--- config.mk ---
export PLATFORM = sky130hd
export DESIGN_NAME = frame_playback_src
export DESIGN_NICKNAME = d
export VERILOG_FILES = /design/src/rtl/fps_pkg.sv /design/src/rtl/fps_frame_buffer.sv /design/src/rtl/fps_play_ctrl.sv /design/src/rtl/fps_step_sampler.sv /design/src/rtl/fps_drop_counter.sv /design/src/rtl/frame_playback_src.sv
export SDC_FILE = /design/constraint.sdc
export NUM_CORES = 1
export LEC_CHECK = 0
export BUFFER_PORTS_ARGS = -buffer_cell sky130_fd_sc_hd__buf_4
export CAP_MARGIN = 0
export CORE_AREA = 2 2 165 167
export CTS_BUF_LIST = sky130_fd_sc_hd__clkbuf_8
export DETAILED_ROUTE_END_ITERATION = 16
export DIE_AREA = 0 0 167 169
export SYNTH_ARGS = -nofsm -noshare
export SYNTH_HDL_FRONTEND = slang
export SYNTH_SLANG_ARGS = --single-unit
--- constraint.sdc ---
create_clock -name clk -period 3.55 [get_ports clk]
set_input_delay 0.355 -clock clk [delete_from_list [all_inputs] [get_ports clk]]
set_output_delay 0.355 -clock clk [all_outputs]
set_load 0.03 [all_outputs]
--- src/rtl/fps_pkg.sv ---
package fps_pkg;
  typedef enum logic {
    FPS_FILL = 1'b0,
    FPS_PLAY = 1'b1
  } fps_state_e;
endpackage

--- src/rtl/fps_frame_buffer.sv ---
// Frame storage: one register per word slot, written by index, read through a mux.
module fps_frame_buffer #(
  parameter int WORD_W = 32,
  parameter int DEPTH  = 8,
  parameter int IDX_W  = 3
) (
  input  logic              clk,
  input  logic              wr_en,
  input  logic [IDX_W-1:0]  wr_idx,
  input  logic [WORD_W-1:0] wr_data,
  input  logic [IDX_W-1:0]  rd_idx,
  output logic [WORD_W-1:0] rd_data
);
  logic [DEPTH*WORD_W-1:0] slots_flat;

  for (genvar g = 0; g < DEPTH; g++) begin : g_slot
    logic [WORD_W-1:0] word_q;
    always_ff @(posedge clk) begin
      if (wr_en && (wr_idx == IDX_W'(g))) word_q <= wr_data;
    end
    assign slots_flat[g*WORD_W +: WORD_W] = word_q;
  end

  always_comb begin
    rd_data = '0;
    for (int i = 0; i < DEPTH; i++) begin
      if (rd_idx == IDX_W'(i)) rd_data = slots_flat[i*WORD_W +: WORD_W];
    end
  end
endmodule

--- src/rtl/fps_play_ctrl.sv ---
// Fill / play sequencer with the per-frame transferred-word counter.
module fps_play_ctrl
  import fps_pkg::*;
#(
  parameter int FRAME_LEN = 8,
  parameter int IDX_W     = 3,
  parameter int CNT_W     = 4
) (
  input  logic             clk,
  input  logic             rst_n,
  input  logic             load_valid,
  output logic             load_ready,
  output logic             wr_en,
  output logic [IDX_W-1:0] wr_idx,
  output logic [IDX_W-1:0] rd_idx,
  output logic             m_tvalid,
  output logic             m_tlast,
  input  logic             m_tready,
  output logic [CNT_W-1:0] words_sent
);
  localparam logic [IDX_W-1:0] LAST_IDX = IDX_W'(FRAME_LEN - 1);
  localparam logic [CNT_W-1:0] FULL_CNT = CNT_W'(FRAME_LEN);

  fps_state_e state_q;

  assign load_ready = (state_q == FPS_FILL);
  assign m_tvalid   = (state_q == FPS_PLAY);
  assign m_tlast    = m_tvalid && (rd_idx == LAST_IDX);
  assign wr_en      = load_valid && load_ready;

  always_ff @(posedge clk) begin
    if (!rst_n) begin
      state_q    <= FPS_FILL;
      wr_idx     <= '0;
      rd_idx     <= '0;
      words_sent <= '0;
    end else begin
      case (state_q)
        FPS_FILL: begin
          if (load_valid) begin
            if (wr_idx == '0) words_sent <= '0;
            if (wr_idx == LAST_IDX) begin
              wr_idx  <= '0;
              rd_idx  <= '0;
              state_q <= FPS_PLAY;
            end else begin
              wr_idx <= wr_idx + 1'b1;
            end
          end
        end
        FPS_PLAY: begin
          if (m_tready) begin
            words_sent <= words_sent + 1'b1;
            if (rd_idx == LAST_IDX) begin
              rd_idx  <= '0;
              state_q <= FPS_FILL;
            end else begin
              rd_idx <= rd_idx + 1'b1;
            end
          end
        end
        default: state_q <= FPS_FILL;
      endcase
    end
  end

  assert_hold_R3: assert property (@(posedge clk) disable iff (!rst_n)
    (m_tvalid && !m_tready) |=> (m_tvalid && $stable(rd_idx)));

  assert_frame_end_R4: assert property (@(posedge clk) disable iff (!rst_n)
    (m_tvalid && m_tready && m_tlast) |=> (!m_tvalid && load_ready && words_sent == FULL_CNT));

  assert_count_step_R5: assert property (@(posedge clk) disable iff (!rst_n)
    (m_tvalid && m_tready) |=> (words_sent == $past(words_sent) + 1'b1));

  assert_count_bound_R5: assert property (@(posedge clk) disable iff (!rst_n)
    words_sent <= FULL_CNT);

  assert_refuse_R7: assert property (@(posedge clk) disable iff (!rst_n)
    m_tvalid |=> ($stable(wr_idx)));
endmodule

--- src/rtl/fps_step_sampler.sv ---
// Latches the live word count on each host step strobe.
module fps_step_sampler #(
  parameter int CNT_W = 4
) (
  input  logic             clk,
  input  logic             rst_n,
  input  logic             step,
  input  logic [CNT_W-1:0] words_in,
  output logic [CNT_W-1:0] step_words
);
  always_ff @(posedge clk) begin
    if (!rst_n)    step_words <= '0;
    else if (step) step_words <= words_in;
  end

  assert_sample_R6: assert property (@(posedge clk) disable iff (!rst_n)
    step |=> (step_words == $past(words_in)));

  assert_keep_R6: assert property (@(posedge clk) disable iff (!rst_n)
    !step |=> $stable(step_words));
endmodule

--- src/rtl/fps_drop_counter.sv ---
// Counts refused offer bursts: a contiguous run of refused cycles is one frame.
module fps_drop_counter #(
  parameter int DROP_W = 16
) (
  input  logic              clk,
  input  logic              rst_n,
  input  logic              load_valid,
  input  logic              load_ready,
  output logic [DROP_W-1:0] drop_count
);
  logic refused, refused_q;
  assign refused = load_valid && !load_ready;

  always_ff @(posedge clk) begin
    if (!rst_n) begin
      refused_q  <= 1'b0;
      drop_count <= '0;
    end else begin
      refused_q <= refused;
      if (refused && !refused_q) drop_count <= drop_count + 1'b1;
    end
  end

  assert_drop_quiet_R8: assert property (@(posedge clk) disable iff (!rst_n)
    !refused |=> $stable(drop_count));

  assert_drop_once_R8: assert property (@(posedge clk) disable iff (!rst_n)
    (refused && refused_q) |=> $stable(drop_count));
endmodule

--- src/rtl/frame_playback_src.sv ---
module frame_playback_src #(
  parameter int FRAME_LEN = 8,
  parameter int DROP_W    = 16,
  localparam int WORD_W   = 32,
  localparam int IDX_W    = (FRAME_LEN > 1) ? $clog2(FRAME_LEN) : 1,
  localparam int CNT_W    = $clog2(FRAME_LEN + 1)
) (
  input  logic              clk,
  input  logic              rst_n,
  input  logic              load_valid,
  input  logic [WORD_W-1:0] load_data,
  output logic              load_ready,
  input  logic              step,
  output logic [WORD_W-1:0] m_tdata,
  output logic              m_tvalid,
  output logic              m_tlast,
  input  logic              m_tready,
  output logic [CNT_W-1:0]  words_sent,
  output logic [CNT_W-1:0]  step_words,
  output logic [DROP_W-1:0] drop_count
);
  logic             wr_en;
  logic [IDX_W-1:0] wr_idx, rd_idx;

  fps_play_ctrl #(.FRAME_LEN(FRAME_LEN), .IDX_W(IDX_W), .CNT_W(CNT_W)) ctrl_i (
    .clk(clk), .rst_n(rst_n), .load_valid(load_valid), .load_ready(load_ready),
    .wr_en(wr_en), .wr_idx(wr_idx), .rd_idx(rd_idx),
    .m_tvalid(m_tvalid), .m_tlast(m_tlast), .m_tready(m_tready),
    .words_sent(words_sent)
  );

  fps_frame_buffer #(.WORD_W(WORD_W), .DEPTH(FRAME_LEN), .IDX_W(IDX_W)) buf_i (
    .clk(clk), .wr_en(wr_en), .wr_idx(wr_idx), .wr_data(load_data),
    .rd_idx(rd_idx), .rd_data(m_tdata)
  );

  fps_step_sampler #(.CNT_W(CNT_W)) step_i (
    .clk(clk), .rst_n(rst_n), .step(step), .words_in(words_sent),
    .step_words(step_words)
  );

  fps_drop_counter #(.DROP_W(DROP_W)) drop_i (
    .clk(clk), .rst_n(rst_n), .load_valid(load_valid), .load_ready(load_ready),
    .drop_count(drop_count)
  );

  assert_data_hold_R3: assert property (@(posedge clk) disable iff (!rst_n)
    (m_tvalid && !m_tready) |=> ($stable(m_tdata) && $stable(m_tlast)));

  assert_start_R2: assert property (@(posedge clk) disable iff (!rst_n)
    (!m_tvalid && $past(m_tvalid) && rst_n && $past(rst_n)) |-> load_ready);
endmodule

==> metrics.txt <==
Syn Nets=905; #FFs+latches synth=approximately 290; final period utilization=94.9%; nets=1025; P_sw=between 0.001 and 0.0015 W; ANT nets after route=0; TNS Setup=0 ns; sw frac=roughly 23%; Yosys Warn Count=0; slowest CP cell=o31ai_1; CTS tree=yes; Final Setup Violations=0; CP endpoint=m_tdata[4]; CP top delay family=buffers and inverters; Logic pwr share=between 5 and 6%; min-delay worst type=input port to flip-flop; IO Pins=96; RSZ-0062 raised after global routing=false; Longest Clk Path Bufs=3; Clock Sinks=~290; sequential power share=56.9%; largest net degree at the start of global routing=73; post-synth top area share=65.1%; Fillers=between 2000 and 2500; cells along the critical path=inv_1 > ha_1 > buf_4 > and2_1 > buf_4 > a221oi_1 > o31ai_1 > buf_4; type of origin of the critical path=flip-flop; Internal Power=0.00516 W; worst rel slew slack=39.4%; most common cell after layout, fill and taps aside=edfxtp_1; Leak Pwr=5.14 nW; reg2reg setup slack=1.27 ns; number of synthesized flops with an enable pin=roughly 260; die area=0.0282 mm^2; Final Total Pwr=between 0.006 and 0.007 W; Vias per Instance=5.63; crit-path max FO=33; Starting Density=44.6%; Die Y=~170 um; post-synthesis sequential area ratio=70.5%; reg2reg end=buf_i.g_slot[7].word_q[6]; Via Count=7587; synth-to-layout area growth=18.5%; ys async rst share=0%; Detailed Place HPWL=between 10 and 15 mm; synthesized area=0.0118 mm^2; core area=between 0.02 and 0.03 mm^2; min-delay src=load_data[15]; Clk network pwr share=37.9%; drt drc=0; path length in cells of the critical path=8; first-pass GRT wire length=roughly 43 mm; gr ovfl total=0; endpoints failing hold=0; CTS clk-pin slew, worst paths=0.06 ns; Worst path most repeated cell=buf_4; Peak VDD IR=around 320 uV; worst path bufs/invs=4; post-route minimum period=3.37 ns; Initial DRT Pass Iterations=4; gr usage total=19.6%; f_max=297 MHz; htree depth=2; Port Buffers=95; worst slew pin tran=0.909 ns; vias in the first global route=7480; CTS Buf Count=48; top_reg_cell synth=edfxtp_1; Detailed Route Iter0 Violations=505; Pins Over Slew Limit=0; r2r worst-path depth=4; Die X=167 um; max-cap viol count=0; Power per Cell Area=roughly 480 mW/mm^2; crit path DAT=slightly above 3 ns; crit path from=ctrl_i.rd_idx[0]; required time worst endpoint=3.19 ns; area leader, netlist=edfxtp_1; layout cells sized above 1=19.1%; crit end category=output pin; GP Congestion=approximately 0.75; initial antenna violation count=1; Avg WL per Cell=20.8 um; Mapped Avg Cell Area=13.8 um^2; hold path depth=1; final setup skew=between 0.04 and 0.05 ns; status=completed; wirelength, routed=28.0 mm; Clock Tree Root=clkbuf_8; Setup CP Type=flip-flop to output pin; Post-Syn Instances=854; Reg-to-Reg Start=ctrl_i.m_tvalid; Yosys cell types=38; Cell Rows=60; largest cells by area after synthesis=edfxtp_1 65%, dfxtp_1 5.4%, a221oi_1 4.7%; worst skew pair latency=0.57 ns; most frequent cells in the layout=256 x edfxtp_1, 119 x inv_1, 111 x buf_4, 64 x a221oi_1, 54 x nor2_1; CP max stage delay=0.48 ns
[state kept, by name, summed over array words and instances (netlist names)]
name                 cells
ctrl_i.words_sent        4
drop_i.refused_q         1
ctrl_i.m_tvalid          1
step_i.step_words        4
ctrl_i.wr_idx            3
buf_i.g_slot.word_q    256
ctrl_i.rd_idx            3
drop_i.drop_count       16
[logic make-up (layout without fill, tap and decap cells)]
family	count (synthesis)	after routing	synth area share, %
AO/OA/AOI/OAI	248	248	16.4
XOR/XNOR	9	9	0.668
adder cells (fa/ha/maj)	14	14	1.48
buffers and inverters	174	326	5.59
flip-flops	288	288	70.5
multiplexers	6	6	0.509
other	0	1	0
AND/OR/NAND/NOR	115	115	4.85
[synthesized netlist by cell type, types with 2 or more instances]
library cell  instances
nand3_1              13
or2_2                 2
xor2_1                3
or3_1                 7
nand4_1               4
a221oi_1             64
buf_2                 3
mux2i_1               6
ha_1                 14
nand2_1               9
clkbuf_1             55
xnor2_1               6
and3_1                6
nor4_1                2
edfxtp_1            256
o31ai_1              33
a22o_1               32
o21ai_0               6
a21oi_1              45
dfxtp_1              32
buf_1                 6
nor3_1                6
a221o_1              32
a31oi_1               2
a22oi_1              32
and2_1                3
nor2_1               55
nor2b_1               3
inv_1               108
[metal layers]
layer	GRT usage (%)	vias to the layer above	part of all wire, %
li1	-	3537	-
met1	26.6	3780	45
met2	32.6	217	47
met3	3.18	53	5.2
met4	6.33	0	2.3
met5	0	-	0
[power groups by stage]
stage                     logic (W)  registers [W]  clock network [W]
after floorplan            0.000171        0.00386                  0
after detailed placement   0.000335        0.00386                  0
after global routing       0.000374        0.00379            0.00274
after CTS                  0.000350        0.00379            0.00260
final                      0.000344        0.00379            0.00252
after global placement     0.000332        0.00386                  0
[layout make-up]
class | count | area (um^2) | area share [%]
inverters | 109 | 409 | 2.92
diodes | 1 | 2.50 | 0.0179
well taps | 341 | 427 | 3.05
repair buffers | 135 | 1150 | 8.25
clock inverters | 34 | 144 | 1.03
multi-input cells | 392 | 2860 | 20.5
flip-flops and latches | 288 | 8330 | 59.5
clock buffers | 48 | 661 | 4.72
[worst min-delay path by stage]
stage                                            end
after global routing       buf_i.g_slot[6].word_q[4]
final                     buf_i.g_slot[2].word_q[15]
after CTS                 buf_i.g_slot[2].word_q[15]
after floorplan            buf_i.g_slot[0].word_q[0]
after global placement          step_i.step_words[0]
after detailed placement        step_i.step_words[2]
[through the flow]
step / util [%] / setup WS [ns] / hold slack, ns / instances / cell area [um^2]
after floorplan: - / 0.546 / 0.454 / 854 / 11800
after global placement: 49.0 / 0.706 / 0.476 / 1248 / 13000
after detailed placement: 49.0 / 0.657 / 0.493 / 1248 / 13000
after CTS: 52.7 / 0.0190 / 0.00000916 / 1346 / 14000
after global routing: 52.8 / 0.0547 / 0.0140 / 1348 / 14000
final: 52.8 / 0.180 / 0.0355 / 1348 / 14000
[timing repair]
item,4_1_cts,5_1_grt
setup buffers,0,1
endpoints found under the setup margin,0,7
hold buffers,16,0
hold endpoints to repair,117,0
gates resized for setup,0,2
(Power assumes the default switching activity.)
